<file path="config.mk">
export PLATFORM = sky130hd
export DESIGN_NAME = dac_frame_writer
export DESIGN_NICKNAME = d
export VERILOG_FILES = /design/src/rtl/fw_pkg.sv /design/src/rtl/fw_datapath.sv /design/src/rtl/fw_control.sv /design/src/rtl/dac_frame_writer.sv
export SDC_FILE = /design/constraint.sdc
export NUM_CORES = 1
export LEC_CHECK = 0
export BUFFER_PORTS_ARGS = -buffer_cell sky130_fd_sc_hd__buf_2
export CAP_MARGIN = 15
export CORE_ASPECT_RATIO = 1.5
export CORE_MARGIN = 3
export CORE_UTILIZATION = 55
export DETAILED_ROUTE_END_ITERATION = 10
export PLACE_DENSITY = 0.79
export SLEW_MARGIN = 5
export SYNTH_ARGS = -nofsm -noshare
export SYNTH_HDL_FRONTEND = slang
export SYNTH_HIERARCHICAL = 1
export SYNTH_SLANG_ARGS = --single-unit
</file>
<file path="constraint.sdc">
create_clock -name clk -period 6.4 [get_ports clk]
set_input_delay 0.64 -clock clk [delete_from_list [all_inputs] [get_ports clk]]
set_output_delay 0.64 -clock clk [all_outputs]
set_load 0.005 [all_outputs]
</file>
<file path="src/rtl/fw_pkg.sv">
package fw_pkg;

  typedef struct packed {
    logic loadWord;
    logic loadLow;
    logic shiftBit;
  } fwStrobes_t;

  typedef enum logic [2:0] {
    S_IDLE, S_LEAD, S_HI, S_LO, S_GAP, S_TAIL, S_UPD, S_CLR
  } fwState_t;

endpackage

</file>
<file path="src/rtl/fw_datapath.sv">
module fw_datapath
  import fw_pkg::*;
#(
  parameter int CODE_W = 12,
  parameter int ADDR_W = 2,
  parameter int CHAN_W = 2,
  parameter int BYTE_W = 8
) (
  input  logic              clk,
  input  logic              rstN,
  input  fwStrobes_t        strb,
  input  logic              lsbFirst,
  input  logic [CHAN_W-1:0] chan,
  input  logic [ADDR_W-1:0] addr,
  input  logic [CODE_W-1:0] code,
  output logic              sdata
);
  localparam int WORD_W = CODE_W + ADDR_W + CHAN_W;

  logic [WORD_W-1:0] wordReg;
  logic [WORD_W-1:0] packedW;
  logic [BYTE_W-1:0] shReg;
  logic              modeLsb;
  logic              sdataR;

  function automatic logic [BYTE_W-1:0] mirror(input logic [BYTE_W-1:0] b);
    logic [BYTE_W-1:0] r;
    for (int i = 0; i < BYTE_W; i++) r[i] = b[BYTE_W-1-i];
    return r;
  endfunction

  // Code in the upper bits, then device address, then channel select
  assign packedW = {code, addr, chan};

  always_ff @(posedge clk) begin
    if (!rstN) begin
      wordReg <= '0;
      shReg   <= '0;
      modeLsb <= 1'b0;
      sdataR  <= 1'b0;
    end else if (strb.loadWord) begin
      wordReg <= packedW;
      modeLsb <= lsbFirst;
      shReg   <= lsbFirst ? mirror(packedW[WORD_W-1 -: BYTE_W])
                          : packedW[WORD_W-1 -: BYTE_W];
    end else if (strb.loadLow) begin
      shReg <= modeLsb ? mirror(wordReg[BYTE_W-1:0]) : wordReg[BYTE_W-1:0];
    end else if (strb.shiftBit) begin
      if (modeLsb) begin
        sdataR <= shReg[0];
        shReg  <= shReg >> 1;
      end else begin
        sdataR <= shReg[BYTE_W-1];
        shReg  <= shReg << 1;
      end
    end
  end

  assign sdata = sdataR;

endmodule

</file>
<file path="src/rtl/fw_control.sv">
module fw_control
  import fw_pkg::*;
#(
  parameter int HALF_CYC  = 5,
  parameter int PULSE_CYC = 4,
  parameter int BYTE_W    = 8
) (
  input  logic       clk,
  input  logic       rstN,
  input  logic       reqValid,
  input  logic       deferMode,
  input  logic       commitReq,
  input  logic       clearReq,
  output fwStrobes_t strb,
  output logic       reqAccept,
  output logic       reqReject,
  output logic       busy,
  output logic       sclk,
  output logic       frameN,
  output logic       updN,
  output logic       clrN
);
  localparam int TMAX = (HALF_CYC > PULSE_CYC) ? HALF_CYC : PULSE_CYC;
  localparam int TW   = $clog2(TMAX + 1);
  localparam int BW   = $clog2(BYTE_W);

  fwState_t         state, nextState;
  logic [TW-1:0]    timer;
  logic [BW-1:0]    bitCnt;
  logic             lowByte;
  logic             deferLat;
  logic             timerDone;

  assign timerDone = (timer == '0);

  always_comb begin
    nextState = state;
    strb      = '0;
    unique case (state)
      S_IDLE: begin
        if (clearReq)       nextState = S_CLR;
        else if (commitReq) nextState = S_UPD;
        else if (reqValid) begin
          nextState     = S_LEAD;
          strb.loadWord = 1'b1;
        end
      end
      S_LEAD: if (timerDone) begin
        nextState     = S_HI;
        strb.shiftBit = 1'b1;
      end
      S_HI: if (timerDone) nextState = S_LO;
      S_LO: if (timerDone) begin
        if (bitCnt == BW'(BYTE_W - 1)) begin
          if (!lowByte) begin
            nextState    = S_GAP;
            strb.loadLow = 1'b1;
          end else begin
            nextState = S_TAIL;
          end
        end else begin
          nextState     = S_HI;
          strb.shiftBit = 1'b1;
        end
      end
      S_GAP: if (timerDone) begin
        nextState     = S_HI;
        strb.shiftBit = 1'b1;
      end
      S_TAIL: if (timerDone) nextState = deferLat ? S_IDLE : S_UPD;
      S_UPD:  if (timerDone) nextState = S_IDLE;
      S_CLR:  if (timerDone) nextState = S_IDLE;
      default: nextState = S_IDLE;
    endcase
  end

  always_ff @(posedge clk) begin
    if (!rstN) begin
      state    <= S_IDLE;
      timer    <= '0;
      bitCnt   <= '0;
      lowByte  <= 1'b0;
      deferLat <= 1'b0;
    end else begin
      state <= nextState;
      if (nextState != state)
        timer <= (nextState == S_UPD || nextState == S_CLR) ? TW'(PULSE_CYC - 1)
                                                             : TW'(HALF_CYC - 1);
      else if (!timerDone)
        timer <= timer - 1'b1;
      if (strb.loadWord || strb.loadLow)
        bitCnt <= '0;
      else if (state == S_LO && nextState == S_HI)
        bitCnt <= bitCnt + 1'b1;
      if (strb.loadWord) begin
        lowByte  <= 1'b0;
        deferLat <= deferMode;
      end else if (strb.loadLow) begin
        lowByte <= 1'b1;
      end
    end
  end

  assign busy      = (state != S_IDLE);
  assign reqAccept = strb.loadWord;
  assign reqReject = reqValid && !strb.loadWord;
  assign sclk      = (state == S_HI);
  assign frameN    = !(state inside {S_LEAD, S_HI, S_LO, S_GAP, S_TAIL});
  assign updN      = (state != S_UPD);
  assign clrN      = (state != S_CLR);


  busy_reject_chk: assert property (@(posedge clk) disable iff (!rstN)
    (busy && reqValid) |-> (!reqAccept && reqReject));


  req_priority_chk: assert property (@(posedge clk) disable iff (!rstN)
    reqAccept |-> (!clearReq && !commitReq));


  clr_origin_chk: assert property (@(posedge clk) disable iff (!rstN)
    $fell(clrN) |-> $past(clearReq));


  defer_update_chk: assert property (@(posedge clk) disable iff (!rstN)
    ($fell(updN) && !$past(commitReq)) |-> !$past(deferLat));

endmodule

</file>
<file path="src/rtl/dac_frame_writer.sv">
module dac_frame_writer
  import fw_pkg::*;
#(
  parameter int CODE_W    = 12,
  parameter int ADDR_W    = 2,
  parameter int CHAN_W    = 2,
  parameter int BYTE_W    = 8,
  parameter int HALF_CYC  = 5,
  parameter int PULSE_CYC = 4
) (
  input  logic              clk,
  input  logic              rstN,
  input  logic              reqValid,
  input  logic [CHAN_W-1:0] reqChan,
  input  logic [ADDR_W-1:0] reqAddr,
  input  logic [CODE_W-1:0] reqCode,
  input  logic              lsbFirst,
  input  logic              deferMode,
  input  logic              commitReq,
  input  logic              clearReq,
  output logic              reqAccept,
  output logic              reqReject,
  output logic              busy,
  output logic              sclk,
  output logic              sdata,
  output logic              frameN,
  output logic              updN,
  output logic              clrN
);
  fwStrobes_t strb;

  fw_control #(.HALF_CYC(HALF_CYC), .PULSE_CYC(PULSE_CYC), .BYTE_W(BYTE_W)) uCtrl (
    .clk(clk), .rstN(rstN), .reqValid(reqValid), .deferMode(deferMode),
    .commitReq(commitReq), .clearReq(clearReq), .strb(strb),
    .reqAccept(reqAccept), .reqReject(reqReject), .busy(busy),
    .sclk(sclk), .frameN(frameN), .updN(updN), .clrN(clrN)
  );

  fw_datapath #(.CODE_W(CODE_W), .ADDR_W(ADDR_W), .CHAN_W(CHAN_W), .BYTE_W(BYTE_W)) uData (
    .clk(clk), .rstN(rstN), .strb(strb), .lsbFirst(lsbFirst),
    .chan(reqChan), .addr(reqAddr), .code(reqCode), .sdata(sdata)
  );


  data_stable_chk: assert property (@(posedge clk) disable iff (!rstN)
    (sclk && $past(sclk)) |-> $stable(sdata));


  frame_edge_chk: assert property (@(posedge clk) disable iff (!rstN)
    $fell(sclk) |-> !frameN);

endmodule

</file>
# Word-level counts from Yosys, hierarchy flattened
# Index checks and enable logic that the tools add are counted.
# totals
rom_bits,0
input_bits,23
ram_bits,0
ff_bits,29
latchBits,0
memories,0
# classes
reduce_logical,16
n_eq_ne,15
div_mod_pow,0
n_mul,0
shift,0
order_cmp,0
bitwise_logic,3
add_sub_neg,2
mux,33
# ops
cell,n
$mux W8,6
$mux W3,13
$eq A3 B3 Y1 const B,7
$pmux W3 S6,1
$mux W1,11
$eq A3 B2 Y1 const B,3
$reduce_or A2 Y1,4
$logic_not A3 Y1,2
$ne A3 B3 Y1 const B,2
$reduce_bool A3 Y1,2
$reduce_bool A5 Y1,1
$add A3 B1 Y3 const B,1
$eq A3 B1 Y1 const B,1
$ne A3 B3 Y1,1
$not A1 Y1,3
$reduce_and A3 Y1,1
$sub A3 B1 Y3 const B,1
$logic_and A1 B1 Y1,2
$logic_not A1 Y1,2
$logic_or A1 B1 Y1,2
$mux W2,1
$ne A2 B2 Y1 const B,1
$pmux W1 S2,1

# Depth between registers and ports, before layout
# depth
word_depth,8
depth_mapped,10
depth_no_buf,9

# Modules after synthesis
# The synthesis kept the hierarchy.
# modules_own_cells
module,n_inst,seq_area_each_um2,area_per_inst_um2,cells_per_inst
fw_datapath,1,360.3,1052.3,107
fw_control,1,220.2,721.9,90

# Least setup slack after synthesis
# Ideal clock, no wire load.
# synth_timing
kind,reg-to-reg
startpoint,reg uCtrl.bitCnt[0]
endpoint,reg uData.shReg[2]
period_less_slack_ns,2.046
path_stages_with_launch,8
setup_slack_ns,4.354
arrival_ns,1.912
setup_time_ns,0.134
path_cell_list,dfxtp_1 > ha_1 > ha_1 > nand2_1 > nor4_1 > mux4_1 > o21ai_0 > a221oi_1
# synth_lines
element,line_no,source
"start, declared",fw_control.sv:29,logic [BW-1:0] bitCnt;
"start signal, assigned",fw_control.sv:94,bitCnt <= bitCnt + 1'b1;
"end signal, assigned",fw_datapath.sv:44,shReg <= lsbFirst ? mirror(packedW[WORD_W-1 -: BYTE_W])
"end signal, assigned",fw_datapath.sv:47,shReg <= modeLsb ? mirror(wordReg[BYTE_W-1:0]) : wordReg[BYTE_W-1:0];
"end signal, assigned",fw_datapath.sv:51,shReg <= shReg >> 1;
"end, declared",fw_datapath.sv:22,logic [BYTE_W-1:0] shReg;

# Worst setup path after layout
# layout_timing
startpoint,reg uCtrl.state[2]
endpoint,out reqAccept
# layout_between
elab_chain_len,2
# layout_rtl
element,line_no,source
"start, declared",fw_control.sv:27,"fwState_t state, nextState;"
"start signal, assigned",fw_control.sv:85,state <= nextState;
$logic_not A3 Y1,fw_control.sv:39,unique case (state)
$mux W1,fw_control.sv:39,
"end, declared",dac_frame_writer.sv:21,"output logic reqAccept,"
# Every way passes these cells.

==> results.json <==
{
  "grt-ovfl-total": 0,
  "stdcell_area_um2": 1960,
  "cts_tree": "yes",
  "grt_pass1_wl_um": 6570,
  "seq_area_frac_synth": 0.327,
  "syn_area_per_cell_um2": 9.01,
  "synthArstFlopShare": 0,
  "rows": 24,
  "drc": 0,
  "critPathRequiredTime_ns": 5.76,
  "setup-tns-final_ns": 0,
  "setup.worst_path.start_class": "register",
  "detailed_place.area_um2": 1880,
  "ir_worst_vdd_mv": 0.217,
  "power.switching_mw": 0.305,
  "timing.final.crit_share": 0.438,
  "first_iter_violations": 60,
  "root_buffer": "clkbuf_8",
  "worstPathArrival_ns": 2.16,
  "slew_headroom": 0.378,
  "synthToLayoutAreaGrowth_pct": 10.5,
  "worstMarginPinSlew_ns": 0.933,
  "ioPinCount": 31,
  "antenna_left": 0,
  "dr.pass1.iters": 5,
  "crit_path_top_delay_cell": "inv_1",
  "power_mw": 0.762,
  "nets": 248,
  "dp_slack_ns": 3.74,
  "yosys-top-cells-count": "dfxtp_1, mux2i_1, nor2_1",
  "clock_sinks": 29,
  "synth_nets": 224,
  "grt_start_max_net_pins": 28,
  "intPower_mw": 0.457,
  "rsz0062_at_grt": "false",
  "maxCapViolCount": 0,
  "cp_max_fo": 27,
  "routabilityCongestion": 0.819,
  "max_stage_delay_ns": 0.71,
  "cts_resized": 0,
  "holdBufCountCts": 0,
  "diodes": 0,
  "slew_violations": 0,
  "skew_ns": 0.00631,
  "hold_path_class": "register to register",
  "ys_seq_elements": 29,
  "dieArea_um2": 3960,
  "fin_crit_ns": 2.80,
  "synth_edf_count": 0,
  "drive_gt1_frac": 0.230,
  "p_leak_nw": 0.814,
  "sw_frac_of_total": 0.400,
  "hold_violations": 0,
  "fp.dieW_um": 52.4,
  "status": "finished, final reports clean",
  "hpwl_um": 2780,
  "yosysTopAreaCell": "dfxtp_1",
  "syn_inst": 197,
  "clkTransAtPathRegs_ns": 0.06,
  "max-clock-path-buffers": 2,
  "synth_area_leaders": "dfxtp_1, mux2i_1, nor2_1, a21oi_1, o21ai_0",
  "core_area_um2": 3000,
  "worst_hold_slack_ns": 0.500,
  "htree_levels": 2,
  "ys_warn_count": 6,
  "drt-total-wl_um": 3890,
  "vias": 1530,
  "critical_path_class": "register to output port",
  "setup_violations": 0,
  "crit_path_end_kind": "output port",
  "die_y_um": 75.6,
  "clkPwrFrac": 0.185,
  "setup_ws_ns": 3.60,
  "clk_latency_ns": 0.28,
  "yosysUniqueCellTypes": 49,
  "power.density_nw_per_um2": 389,
  "fmax_mhz": 357,
  "synth_top_area_share": 0.327,
  "pwr-share-seq": 0.381,
  "wl_per_cell_um": 14.9,
  "track_usage": 0.226,
  "netlist_area_um2": 1770,
  "start_util": 0.591,
  "post_cts_buffers": 0,
  "antenna_found_initial": 0,
  "port_buffers": 30,
  "grt_pass1_vias": 1470,
  "crit_chain": "nor3_4 > nand3_1 > inv_1 > buf_2",
  "pwr-share-comb": 0.434,
  "ys.flop_type": "dfxtp_1",
  "synth.most_common_cell": "dfxtp_1",
  "cts_buffers": 5,
  "via_per_inst": 5.86
}
-- power by group through the flow --
stage | Clock, mW | Sequential, mW | Combinational (mW)
after floorplan | 0 | 0.255 | 0.295
after global placement | 0 | 0.292 | 0.323
after detailed placement | 0 | 0.292 | 0.327
after CTS | 0.147 | 0.288 | 0.330
after global routing | 0.152 | 0.298 | 0.382
final | 0.141 | 0.291 | 0.331
-- cell type report --
class / instances / area (um2)
clock inverters: 2 / 10.0
flip-flops and latches: 29 / 581
repair buffers: 31 / 158
multi-input cells: 145 / 1060
well taps: 39 / 48.8
inverters: 9 / 33.8
fillers: 271 / 1040
clock buffers: 6 / 72.6
-- critical path: cells and delay by family, from the launching register on --
family | cells | cell delay [ns]
buffers and inverters | 2 | 0.96
DFF | 1 | 0.46
and+or+nand+nor | 2 | 0.46
-- layer usage --
metal  part of all wire  global-route usage
met1               0.38               0.239
met2               0.51               0.388
met3              0.062              0.0607
met4              0.045               0.151
met5                  0                   0
-- cells in the final DEF (no fill, tap or decap), types with 2 or more instances in the layout --
master,count
nor2b_1,3
clkbuf_8,5
nand3b_1,4
a21oi_1,12
or2b_1,2
nor3_1,2
mux4_1,2
nor2_1,24
a21boi_1,2
a211oi_1,2
a222oi_1,3
a221oi_1,2
inv_2,2
mux2_4,3
ha_1,4
dfxtp_1,29
nand2_1,14
inv_1,7
mux2_2,3
clkinv_2,2
nand3_1,4
or3_1,2
buf_2,30
mux2i_1,24
o21ai_0,12
-- registers in the layout, indices dropped and copies added, names as in the netlist --
register / count
uData/wordReg: 8
uData/modeLsb: 1
uCtrl/bitCnt: 3
uCtrl/state: 3
uCtrl/timer: 3
uCtrl/deferLat: 1
uData/sdata: 1
uData/shReg: 8
uCtrl/lowByte: 1
-- stage by stage --
step / utilization / std cells
after floorplan: - / 197
after global placement: 0.625 / 253
after detailed placement: 0.625 / 253
after CTS: 0.653 / 261
after global routing: 0.653 / 261
final: 0.653 / 261
-- cells by family (layout without fill, tap and decap cells) --
group,Yosys count,after routing,share of synthesized area
mux,32,32,0.209
flops,29,29,0.327
fa+ha+maj,4,4,0.0282
compound gates,45,45,0.169
simple gates,62,62,0.176
xor+xnor,2,2,0.00987
buf+inv,23,48,0.0804
-- final timing paths --
| path | startpoint | end | slack (ns) | cells after the start |
|---|---|---|---|---|
| worst max-delay path | uCtrl/state[2]$_SDFF_PN0_ | reqAccept | 3.60 | 4 |
| worst min-delay path | uCtrl/deferLat$_SDFFE_PN0P_ | uCtrl/deferLat$_SDFFE_PN0P_ | 0.50 | 2 |
| worst max register to register | uCtrl/state[2]$_SDFF_PN0_ | uData/shReg[7]$_SDFFE_PN0P_ | 3.98 | 6 |
| worst min register to register | uCtrl/deferLat$_SDFFE_PN0P_ | uCtrl/deferLat$_SDFFE_PN0P_ | 0.50 | 2 |
No activity file was read; power rests on OpenSTA's default activity.
